===== src/rtl/aud_tx_pkg.sv =====
package aud_tx_pkg;

    typedef enum logic [1:0] {
        ST_IDLE  = 2'd0,
        ST_LEAD  = 2'd1,
        ST_SHIFT = 2'd2,
        ST_PAD   = 2'd3
    } tx_state_e;

    localparam int CH_LEFT  = 0;
    localparam int CH_RIGHT = 1;

endpackage


===== src/rtl/aud_tx_sync.sv =====
module aud_tx_sync #(
    parameter int WIDTH  = 2,
    parameter int STAGES = 2
) (
    input  logic             clk,
    input  logic             rst_n,
    input  logic [WIDTH-1:0] din,
    output logic [WIDTH-1:0] dout
);

    logic [STAGES-1:0][WIDTH-1:0] chain;

    always_ff @(posedge clk or negedge rst_n) begin
        if (!rst_n) begin
            chain <= '0;
        end else begin
            chain <= {chain[STAGES-2:0], din};
        end
    end

    assign dout = chain[STAGES-1];

endmodule


===== src/rtl/aud_tx_stage.sv =====
module aud_tx_stage #(
    parameter int SAMPLE_W = 24
) (
    input  logic                   clk,
    input  logic                   rst_n,
    input  logic                   hold,
    input  logic [1:0]             vld,
    input  logic [1:0][SAMPLE_W-1:0] din,
    input  logic                   load,
    input  logic                   load_ch,
    output logic [SAMPLE_W-1:0]    ld_word,
    output logic [SAMPLE_W-1:0]    shadow_l,
    output logic [SAMPLE_W-1:0]    shadow_r
);

    logic [SAMPLE_W-1:0] pend [2];
    logic [SAMPLE_W-1:0] shad [2];

    always_ff @(posedge clk or negedge rst_n) begin
        if (!rst_n) begin
            for (int c = 0; c < 2; c++) begin
                pend[c] <= '0;
                shad[c] <= '0;
            end
        end else begin
            for (int c = 0; c < 2; c++) begin
                if (vld[c]) begin
                    pend[c] <= din[c];
                end
            end
            if (load && !hold) begin
                shad[load_ch] <= pend[load_ch];
            end
        end
    end

    // Word handed to the shifter at a channel start: fresh sample unless frozen.
    assign ld_word  = hold ? shad[load_ch] : pend[load_ch];
    assign shadow_l = shad[aud_tx_pkg::CH_LEFT];
    assign shadow_r = shad[aud_tx_pkg::CH_RIGHT];

endmodule


===== src/rtl/aud_tx_serializer.sv =====
module aud_tx_serializer
    import aud_tx_pkg::*;
#(
    parameter int SAMPLE_W = 24,
    localparam int CNT_W   = $clog2(SAMPLE_W + 1)
) (
    input  logic                clk,
    input  logic                rst_n,
    input  logic                bclk_s,
    input  logic                wclk_s,
    input  logic                fmt_lj,
    input  logic [SAMPLE_W-1:0] ld_word,
    output logic                load,
    output logic                load_ch,
    output logic                bclk_fall,
    output logic                sdata,
    output tx_state_e           state,
    output logic [CNT_W-1:0]    bit_cnt
);

    logic                bclk_prev;
    logic                wclk_last;
    logic                word_edge;
    logic [SAMPLE_W-1:0] shreg;
    tx_state_e           state_n;

    always_ff @(posedge clk or negedge rst_n) begin
        if (!rst_n) begin
            bclk_prev <= 1'b0;
            wclk_last <= 1'b0;
        end else begin
            bclk_prev <= bclk_s;
            if (bclk_fall) begin
                wclk_last <= wclk_s;
            end
        end
    end

    assign bclk_fall = bclk_prev & ~bclk_s;
    assign word_edge = bclk_fall && (wclk_s != wclk_last);
    assign load      = word_edge;
    // Channel index 0 is left: left is word clock high in left-justified, low in I2S.
    assign load_ch   = fmt_lj ? ~wclk_s : wclk_s;

    // State register
    always_ff @(posedge clk or negedge rst_n) begin
        if (!rst_n) begin
            state <= ST_IDLE;
        end else begin
            state <= state_n;
        end
    end

    always_comb begin
        state_n = state;
        if (bclk_fall) begin
            if (word_edge) begin
                state_n = fmt_lj ? ST_SHIFT : ST_LEAD;
            end else begin
                unique case (state)
                    ST_IDLE:  state_n = ST_IDLE;
                    ST_LEAD:  state_n = ST_SHIFT;
                    ST_SHIFT: state_n = (bit_cnt == CNT_W'(SAMPLE_W)) ? ST_PAD : ST_SHIFT;
                    ST_PAD:   state_n = ST_PAD;
                endcase
            end
        end
    end

    // Outputs and datapath
    always_ff @(posedge clk or negedge rst_n) begin
        if (!rst_n) begin
            sdata   <= 1'b0;
            shreg   <= '0;
            bit_cnt <= '0;
        end else if (bclk_fall) begin
            if (word_edge) begin
                if (fmt_lj) begin
                    sdata   <= ld_word[SAMPLE_W-1];
                    shreg   <= {ld_word[SAMPLE_W-2:0], 1'b0};
                    bit_cnt <= CNT_W'(1);
                end else begin
                    sdata   <= 1'b0;
                    shreg   <= ld_word;
                    bit_cnt <= '0;
                end
            end else begin
                unique case (state)
                    ST_IDLE: begin
                        sdata <= 1'b0;
                    end
                    ST_LEAD: begin
                        sdata   <= shreg[SAMPLE_W-1];
                        shreg   <= {shreg[SAMPLE_W-2:0], 1'b0};
                        bit_cnt <= CNT_W'(1);
                    end
                    ST_SHIFT: begin
                        if (bit_cnt == CNT_W'(SAMPLE_W)) begin
                            sdata <= 1'b0;
                        end else begin
                            sdata   <= shreg[SAMPLE_W-1];
                            shreg   <= {shreg[SAMPLE_W-2:0], 1'b0};
                            bit_cnt <= bit_cnt + CNT_W'(1);
                        end
                    end
                    ST_PAD: begin
                        sdata <= 1'b0;
                    end
                endcase
            end
        end
    end

endmodule


===== src/rtl/aud_serial_tx.sv =====
module aud_serial_tx #(
    parameter int SAMPLE_W    = 24,
    parameter int SYNC_STAGES = 2,
    localparam int CNT_W      = $clog2(SAMPLE_W + 1)
) (
    input  logic                clk,
    input  logic                rst_n,
    input  logic                bclk_in,
    input  logic                wclk_in,
    input  logic                fmt_lj,
    input  logic                hold,
    input  logic [SAMPLE_W-1:0] left_data,
    input  logic                left_vld,
    input  logic [SAMPLE_W-1:0] right_data,
    input  logic                right_vld,
    output logic                sdata_out
);

    logic [1:0]                clk_sync;
    logic                      load;
    logic                      load_ch;
    logic                      bclk_fall;
    logic [SAMPLE_W-1:0]       ld_word;
    logic [SAMPLE_W-1:0]       sh_l;
    logic [SAMPLE_W-1:0]       sh_r;
    aud_tx_pkg::tx_state_e     fsm_state;
    logic [CNT_W-1:0]          bit_cnt;

    aud_tx_sync #(.WIDTH(2), .STAGES(SYNC_STAGES)) sync_i (
        .clk   (clk),
        .rst_n (rst_n),
        .din   ({wclk_in, bclk_in}),
        .dout  (clk_sync)
    );

    aud_tx_stage #(.SAMPLE_W(SAMPLE_W)) stage_i (
        .clk      (clk),
        .rst_n    (rst_n),
        .hold     (hold),
        .vld      ({right_vld, left_vld}),
        .din      ({right_data, left_data}),
        .load     (load),
        .load_ch  (load_ch),
        .ld_word  (ld_word),
        .shadow_l (sh_l),
        .shadow_r (sh_r)
    );

    aud_tx_serializer #(.SAMPLE_W(SAMPLE_W)) ser_i (
        .clk       (clk),
        .rst_n     (rst_n),
        .bclk_s    (clk_sync[0]),
        .wclk_s    (clk_sync[1]),
        .fmt_lj    (fmt_lj),
        .ld_word   (ld_word),
        .load      (load),
        .load_ch   (load_ch),
        .bclk_fall (bclk_fall),
        .sdata     (sdata_out),
        .state     (fsm_state),
        .bit_cnt   (bit_cnt)
    );

endmodule


===== config.mk =====
export PLATFORM = sky130hd
export DESIGN_NAME = aud_serial_tx
export DESIGN_NICKNAME = d
export VERILOG_FILES = /design/src/rtl/aud_tx_pkg.sv /design/src/rtl/aud_tx_sync.sv /design/src/rtl/aud_tx_stage.sv /design/src/rtl/aud_tx_serializer.sv /design/src/rtl/aud_serial_tx.sv
export SDC_FILE = /design/constraint.sdc
export NUM_CORES = 1
export LEC_CHECK = 0
export BUFFER_PORTS_ARGS = -buffer_cell sky130_fd_sc_hd__buf_2
export CAP_MARGIN = 25
export CORE_MARGIN = 3
export CORE_UTILIZATION = 45
export CTS_CLUSTER_SIZE = 8
export DETAILED_ROUTE_END_ITERATION = 8
export GPL_ROUTABILITY_DRIVEN = 1
export PLACE_DENSITY = 0.77
export SYNTH_ARGS = -nofsm -noshare
export SYNTH_HDL_FRONTEND = slang
export SYNTH_HIERARCHICAL = 1
export SYNTH_SLANG_ARGS = --single-unit
export TNS_END_PERCENT = 1

===== constraint.sdc =====
create_clock -name clk -period 2.1 [get_ports clk]
set_clock_uncertainty 0.15 [all_clocks]
set_input_delay 0.315 -clock clk [delete_from_list [all_inputs] [get_ports clk]]
set_output_delay 0.315 -clock clk [all_outputs]
set_load 0.02 [all_outputs]

# [Word-level counts from Yosys, hierarchy flattened]
# Index checks and enable logic that the tools add are counted.
[totals] word_cells=60 input_bits=56 out_inout_bits=1 register_bits=134
[op_classes] magnitude_cmp=2 reduce_logical=8 muxes=27 eq_ne=6 bitwise=4 addsub=1
[ops] op="2-to-1 mux 24 bit" count=11
[ops] op="bitwise mux 48 bit" count=1
[ops] op="case mux 24 bit (2 select lines)" count=1
[ops] op="demux 24 bit (select 1 bit)" count=1
[ops] op="2-to-1 mux 5 bit" count=2
[ops] op="case mux 5 bit (2 select lines)" count=1
[ops] op="case mux 2 bit (4 select lines)" count=1
[ops] op="2-to-1 mux 1 bit" count=6
[ops] op="adder 5 x 1 -> 5 bit, second input constant" count=1
[ops] op="equality test 5 bit, second input constant" count=1
[ops] op="equality test 2 bit, second input constant" count=2
[ops] op="2-to-1 mux 2 bit" count=2
[ops] op="logical AND 1 bit" count=3
[ops] op="!= test 3 bit, second input constant" count=1
[ops] op="case mux 1 bit (3 select lines)" count=1
[ops] op="AND reduction 3 bit" count=1
[ops] op="nonzero test 3 bit" count=1
[ops] op="equality test 2 x 1 -> 1 bit, second input constant" count=1
[ops] op="greater-or-equal comparator 2 bit, second input constant" count=1
[ops] op="zero test 2 bit" count=1
[ops] op="< comparator 2 x 1 -> 1 bit, second input constant" count=1
[ops] op="NOT 1 bit" count=2
[ops] op="NOT 1 -> 2 bit" count=1
[ops] op="OR reduction 2 bit" count=1
[ops] op="other kinds (3)" count=3

# [Logic depth before layout (Yosys ltp)]
[depth] word_depth=9 ltp_mapped=10 ltp_nobuf=6

# [By module]
# Netlist, hierarchy kept.
[modules_own_cells] mod="aud_tx_stage" seq_area_each_um2=2402.3 n_inst=1 area_per_inst_um2=4164.0 cells_per_inst=234
[modules_own_cells] mod="aud_tx_serializer" seq_area_each_um2=850.8 n_inst=1 area_per_inst_um2=2044.5 cells_per_inst=198
[modules_own_cells] mod="aud_tx_sync" seq_area_each_um2=100.1 n_inst=1 area_per_inst_um2=115.1 cells_per_inst=6

# [Worst setup path after synthesis]
# OpenSTA, ideal clock, no wires.
[synth_timing] path_type="input to register" startpoint="in fmt_lj" endpoint="reg ser_i.shreg[13]" path_buffers=4 arrival_time_ps=2337 slack_ps=-512 setup_ps=125 stages=9 required_time_ps=1825 path_cell_list="buf_2 > buf_2 > xor2_1 > buf_6 > buf_4 > mux4_2 > mux2i_1 > o21ai_0 > mux2_4"
[synth_via] elab_chain_cells=8 word_cells_on_any_way=11 classes_between="mux (10); bitwise (1)"
[synth_lines] element="start: declaration" line="aud_serial_tx.sv:10" rtl="input logic fmt_lj,"
[synth_lines] element="2-to-1 mux 1 bit (*)" line="aud_tx_serializer.sv:43" rtl="assign load_ch = fmt_lj ? ~wclk_s : wclk_s;"
[synth_lines] element="named net load_ch" line="aud_serial_tx.sv:21" rtl="logic load_ch;"
[synth_lines] element="NOT 1 -> 2 bit (not written as such) (*)" line="aud_tx_stage.sv:38" rtl="assign ld_word = hold ? shad[load_ch] : pend[load_ch];"
[synth_lines] element="2-to-1 mux 24 bit (not written as such) (3 in a row)" line="aud_tx_stage.sv:38"
[synth_lines] element="2-to-1 mux 24 bit (*)" line="aud_tx_stage.sv:38"
[synth_lines] element="named net ld_word[12]" line="aud_serial_tx.sv:23" rtl="logic [SAMPLE_W-1:0] ld_word;"
[synth_lines] element="2-to-1 mux 24 bit (*)" line="aud_tx_serializer.sv:78" rtl="if (fmt_lj) begin"
[synth_lines] element="2-to-1 mux 24 bit (*)" line="aud_tx_serializer.sv:77" rtl="if (word_edge) begin"
[synth_lines] element="end signal: assignment" line="aud_tx_serializer.sv:80" rtl="shreg <= {ld_word[SAMPLE_W-2:0], 1'b0};"
[synth_lines] element="end signal: assignment" line="aud_tx_serializer.sv:84" rtl="shreg <= ld_word;"
[synth_lines] element="end signal: assignment" line="aud_tx_serializer.sv:94" rtl="shreg <= {shreg[SAMPLE_W-2:0], 1'b0};"
[synth_lines] element="end: declaration" line="aud_tx_serializer.sv:24" rtl="logic [SAMPLE_W-1:0] shreg;"
# Mark *: on every way through the listed nets, which the timed path passes. The rest lies on a longest branch. The select of a mux whose other input is x is not followed.
# A chain may end at the register's enable or synchronous reset.

# [Final worst setup path]
[layout_timing] startpoint="reg sync_i.chain (netlist bit sync_i/dout[1])" endpoint="reg ser_i.shreg[19]"
[layout_via] elab_chain_cells=9 word_cells_on_any_way=17 classes_between="eq/ne (2); mux (10); bitwise (2); reduce/logical (3)"
[layout_lines] element="start: declaration" line="aud_tx_sync.sv:11" rtl="logic [STAGES-1:0][WIDTH-1:0] chain;"
[layout_lines] element="start signal: assignment" line="aud_tx_sync.sv:17" rtl="chain <= {chain[STAGES-2:0], din};"
[layout_lines] element="NOT 1 bit" line="aud_tx_serializer.sv:43"
[layout_lines] element="2-to-1 mux 1 bit (*)" line="aud_tx_serializer.sv:43"
[layout_lines] element="named net load_ch" line="aud_serial_tx.sv:21"
[layout_lines] element="NOT 1 -> 2 bit (not written as such) (*)" line="aud_tx_stage.sv:38"
[layout_lines] element="2-to-1 mux 24 bit (not written as such) (3 in a row)" line="aud_tx_stage.sv:38"
[layout_lines] element="2-to-1 mux 24 bit (*)" line="aud_tx_stage.sv:38"
[layout_lines] element="named net ld_word[18]" line="aud_serial_tx.sv:23"
[layout_lines] element="2-to-1 mux 24 bit (*)" line="aud_tx_serializer.sv:78"
[layout_lines] element="2-to-1 mux 24 bit (*)" line="aud_tx_serializer.sv:77"
# Marks and branches as above.

==> flow_summary_export.csv <==
group,metric,value,unit
status,violations,"setup timing",
place,gp_congestion,0.792,
flow_run,max_cap_violations,0,
clocking,cts_root_buf,"clkbuf_16",
route,drtIter0Drc,326,
floorplan,die_y,125,um
cells_and_area,fin_util,0.587,
timing,layout_setup_ws,-0.0907,ns
place,io_buffers,56,
synth,ys_types,38,
cells_and_area,n_antenna_cell,0,
cells_and_area,drive_above_1_share,0.432,
critical_path,crit_end,"ser_i/shreg[19]$_DFFE_PN0P_",
floorplan,coreArea,13500,sq um
power,power.leakage,3.54,nW
synth,syn-cell-area,6320,sq um
critical_path,critPathMaxFanout,11,
power,power_density,1070,nW/um^2
cells_and_area,final_common_cell,"dfrtp_1",
synth,yosys_register_bits,134,
cells_and_area,area.growth.synth_to_final,25.4,%
cells_and_area,multi_input_comb_area,2740,sq um
status,status,"finished, violations left",
synth,syn-num-nets,496,
critical_path,worstSetupPathType,"reg -> reg",
route,ant_nets,0,
synth,async_flop_share,1.00,
route,first_pass_iters,4,
timing,period_share,1.04,
floorplan,die_area,15500,sq um
global_route,grt_max_degree,62,
hold_path,hold_path_class,"in -> reg",
power,total_power,8.46,mW
cells_and_area,ff_latch_area,3350,sq um
route,wl,13700,um
critical_path,crit_arrival,2.33,ns
route,wl_per_cell,18.5,um
synth,synthFlopType,"dfrtp_1",
clocking,numCtsBuffers,17,
clocking,htree_num_levels,4,
floorplan,io_pins,57,
timing,worst_hold_slack,0.0154,ns
synth,syn_inst,438,
critical_path,r2r_start,"sync_i/dout[1]$_DFF_PN0_",
cells_and_area,fin_nets,610,
floorplan,dieWidth,125,um
clocking,clk_latency,0.41,ns
critical_path,worstSetupEndpointType,"flip-flop",
route,drc,0,
timing,finalHoldViolCount,0,
timing,slew_headroom,0.544,
clocking,clock-sinks,134,
global_route,grt_pass1_vias,4484,
global_route,grt-ovfl-total,0,
power,ir_drop,0.623,mV
synth,synth_edf_count,0,
timing,rsz0062_at_grt,"true",
synth,yosysSeqAreaShare,0.530,
global_route,grt_use_total,0.186,
critical_path,startpoint_type,"flip-flop",
route,via_per_inst,5.52,
critical_path,worstPathRequired,2.24,ns
synth,syn_avg_cell_area,14.4,sq um
timing,clock.fmax,0.456,GHz
critical_path,startpoint,"sync_i/dout[1]$_DFF_PN0_",
critical_path,rrSetupSlack,-0.09,ns
clocking,path_clk_slew,0.06,ns
cells_and_area,fill_cells,989,
timing,worst_slew_pin_slew,0.684,ns
clocking,cts_tree,"yes",
place,dp_hpwl,8430,um
floorplan,initial_core_util,0.468,
critical_path,r2r_end,"ser_i/shreg[19]$_DFFE_PN0P_",
timing,period_needed,2.19,ns
floorplan,rows,42,
route,vias,4077,
synth,yosysWarnings,6,
cells_and_area,final_cell_mix,"dfrtp_1, mux2_2, buf_2, dlygate4sd3_1, mux2i_1",
global_route,grt_pass1_wl,23000,um
clocking,cts_setup_buffers,0,
global_route,antenna_found_initial,0,
clocking,clockBufferDepth,2,
timing,slew_viol_final,0,
critical_path,ff2ff_path_depth,6,
timing,setup_viol,18,
==> metal layers <==
layer / global-route usage / wire, um / vias up
met2: 0.325 / 7270 / 94
met5: 0 / 0 / -
met4: 0.0658 / 211 / 0
met3: 0.0412 / 505 / 16
met1: 0.226 / 5700 / 2125
li1: - / - / 1842
==> worst min-delay path by stage <==
stage	depth (start not counted)	from	slack, ns	end
floorplan	0	rst_n	-0.13	ser_i/bclk_prev$_DFF_PN0_
global placement	1	rst_n	0.06	stage_i/pend[6]$_DFFE_PN0P_
detailed placement	1	rst_n	0.07	stage_i/pend[6]$_DFFE_PN0P_
CTS	2	left_data[21]	0.01	stage_i/pend[45]$_DFFE_PN0P_
global route	2	right_data[12]	0.01	stage_i/pend[12]$_DFFE_PN0P_
finish	2	left_data[21]	0.02	stage_i/pend[45]$_DFFE_PN0P_
==> kinds of logic after synthesis <==
| kind of cell | count (synthesis) | synth area share |
|---|---|---|
| fa+ha+maj | 2 | 0.00396 |
| buf+inv | 46 | 0.0423 |
| compound gates | 53 | 0.0481 |
| flops | 134 | 0.530 |
| mux | 167 | 0.338 |
| simple gates | 33 | 0.0324 |
| xor+xnor | 3 | 0.00534 |
==> flip-flops by register name, indices dropped and copies added, names as in the netlist, 2 cells and up <==
signal and cells:
ser_i/shreg 24, ser_i/state 2, stage_i/shadow_l 24, sync_i/dout 2, sync_i/chain 2, stage_i/pend 48
ser_i/bit_cnt 5, stage_i/shadow_r 24
==> synthesized netlist by cell type (4+ instances only) <==
cell type	count	area, sq um
buf_2	11	55.1
nand2b_1	4	25.0
mux2_2	99	1110
nor2_1	4	15.0
buf_6	5	56.3
o21ai_0	26	130
mux2i_1	34	340
a21oi_1	13	65.1
mux4_2	24	541
buf_4	6	45.0
clkbuf_1	8	30.0
nand2_1	4	15.0
nor3_1	12	60.1
mux2_4	7	105
inv_1	13	48.8
dfrtp_1	134	3350
==> timing repair <==
item,in CTS,in global routing
pin swaps,1,0
hold buffers,47,0
gates resized for setup,1,1
hold endpoints to repair,154,0
setup endpoints to repair,42,48
==> critical path, cell delays in order (launching register included) <==
cell	delay, ns
dfrtp_1	0.42
xor2_4	0.24
buf_12	0.19
mux4_2	0.52
mux2i_1	0.15
o21ai_1	0.11
mux2_4	0.29
==> through the flow <==
stage / instance area, sq um / cells / setup WS [ns] / setup TNS, ns
6_report: 7930 / 739 / -0.0907 / -0.915
5_1_grt: 7930 / 739 / -0.190 / -4.34
4_1_cts: 7930 / 739 / -0.113 / -1.14
3_5_place_dp: 6910 / 662 / -0.126 / -1.58
3_3_place_gp: 6910 / 662 / -0.0741 / -0.778
2_1_floorplan: 6370 / 438 / -0.197 / -3.41
==> final cells by class <==
cell class              count  area share
clock inverters             4     0.00568
well taps                 176      0.0278
repair buffers            126       0.128
flip-flops and latches    134       0.423
multi-input cells         258       0.345
inverters                  15     0.00773
clock buffers              26      0.0629
==> where the power goes <==
| part | switching [mW] | total [mW] | internal (mW) | leakage (nW) |
|---|---|---|---|---|
| Sequential | 0.442 | 3.75 | 3.31 | 1.62 |
| Clock | 1.00 | 2.74 | 1.73 | 0.270 |
| Combinational | 0.794 | 1.97 | 1.18 | 1.65 |
(Power assumes the default switching activity.)
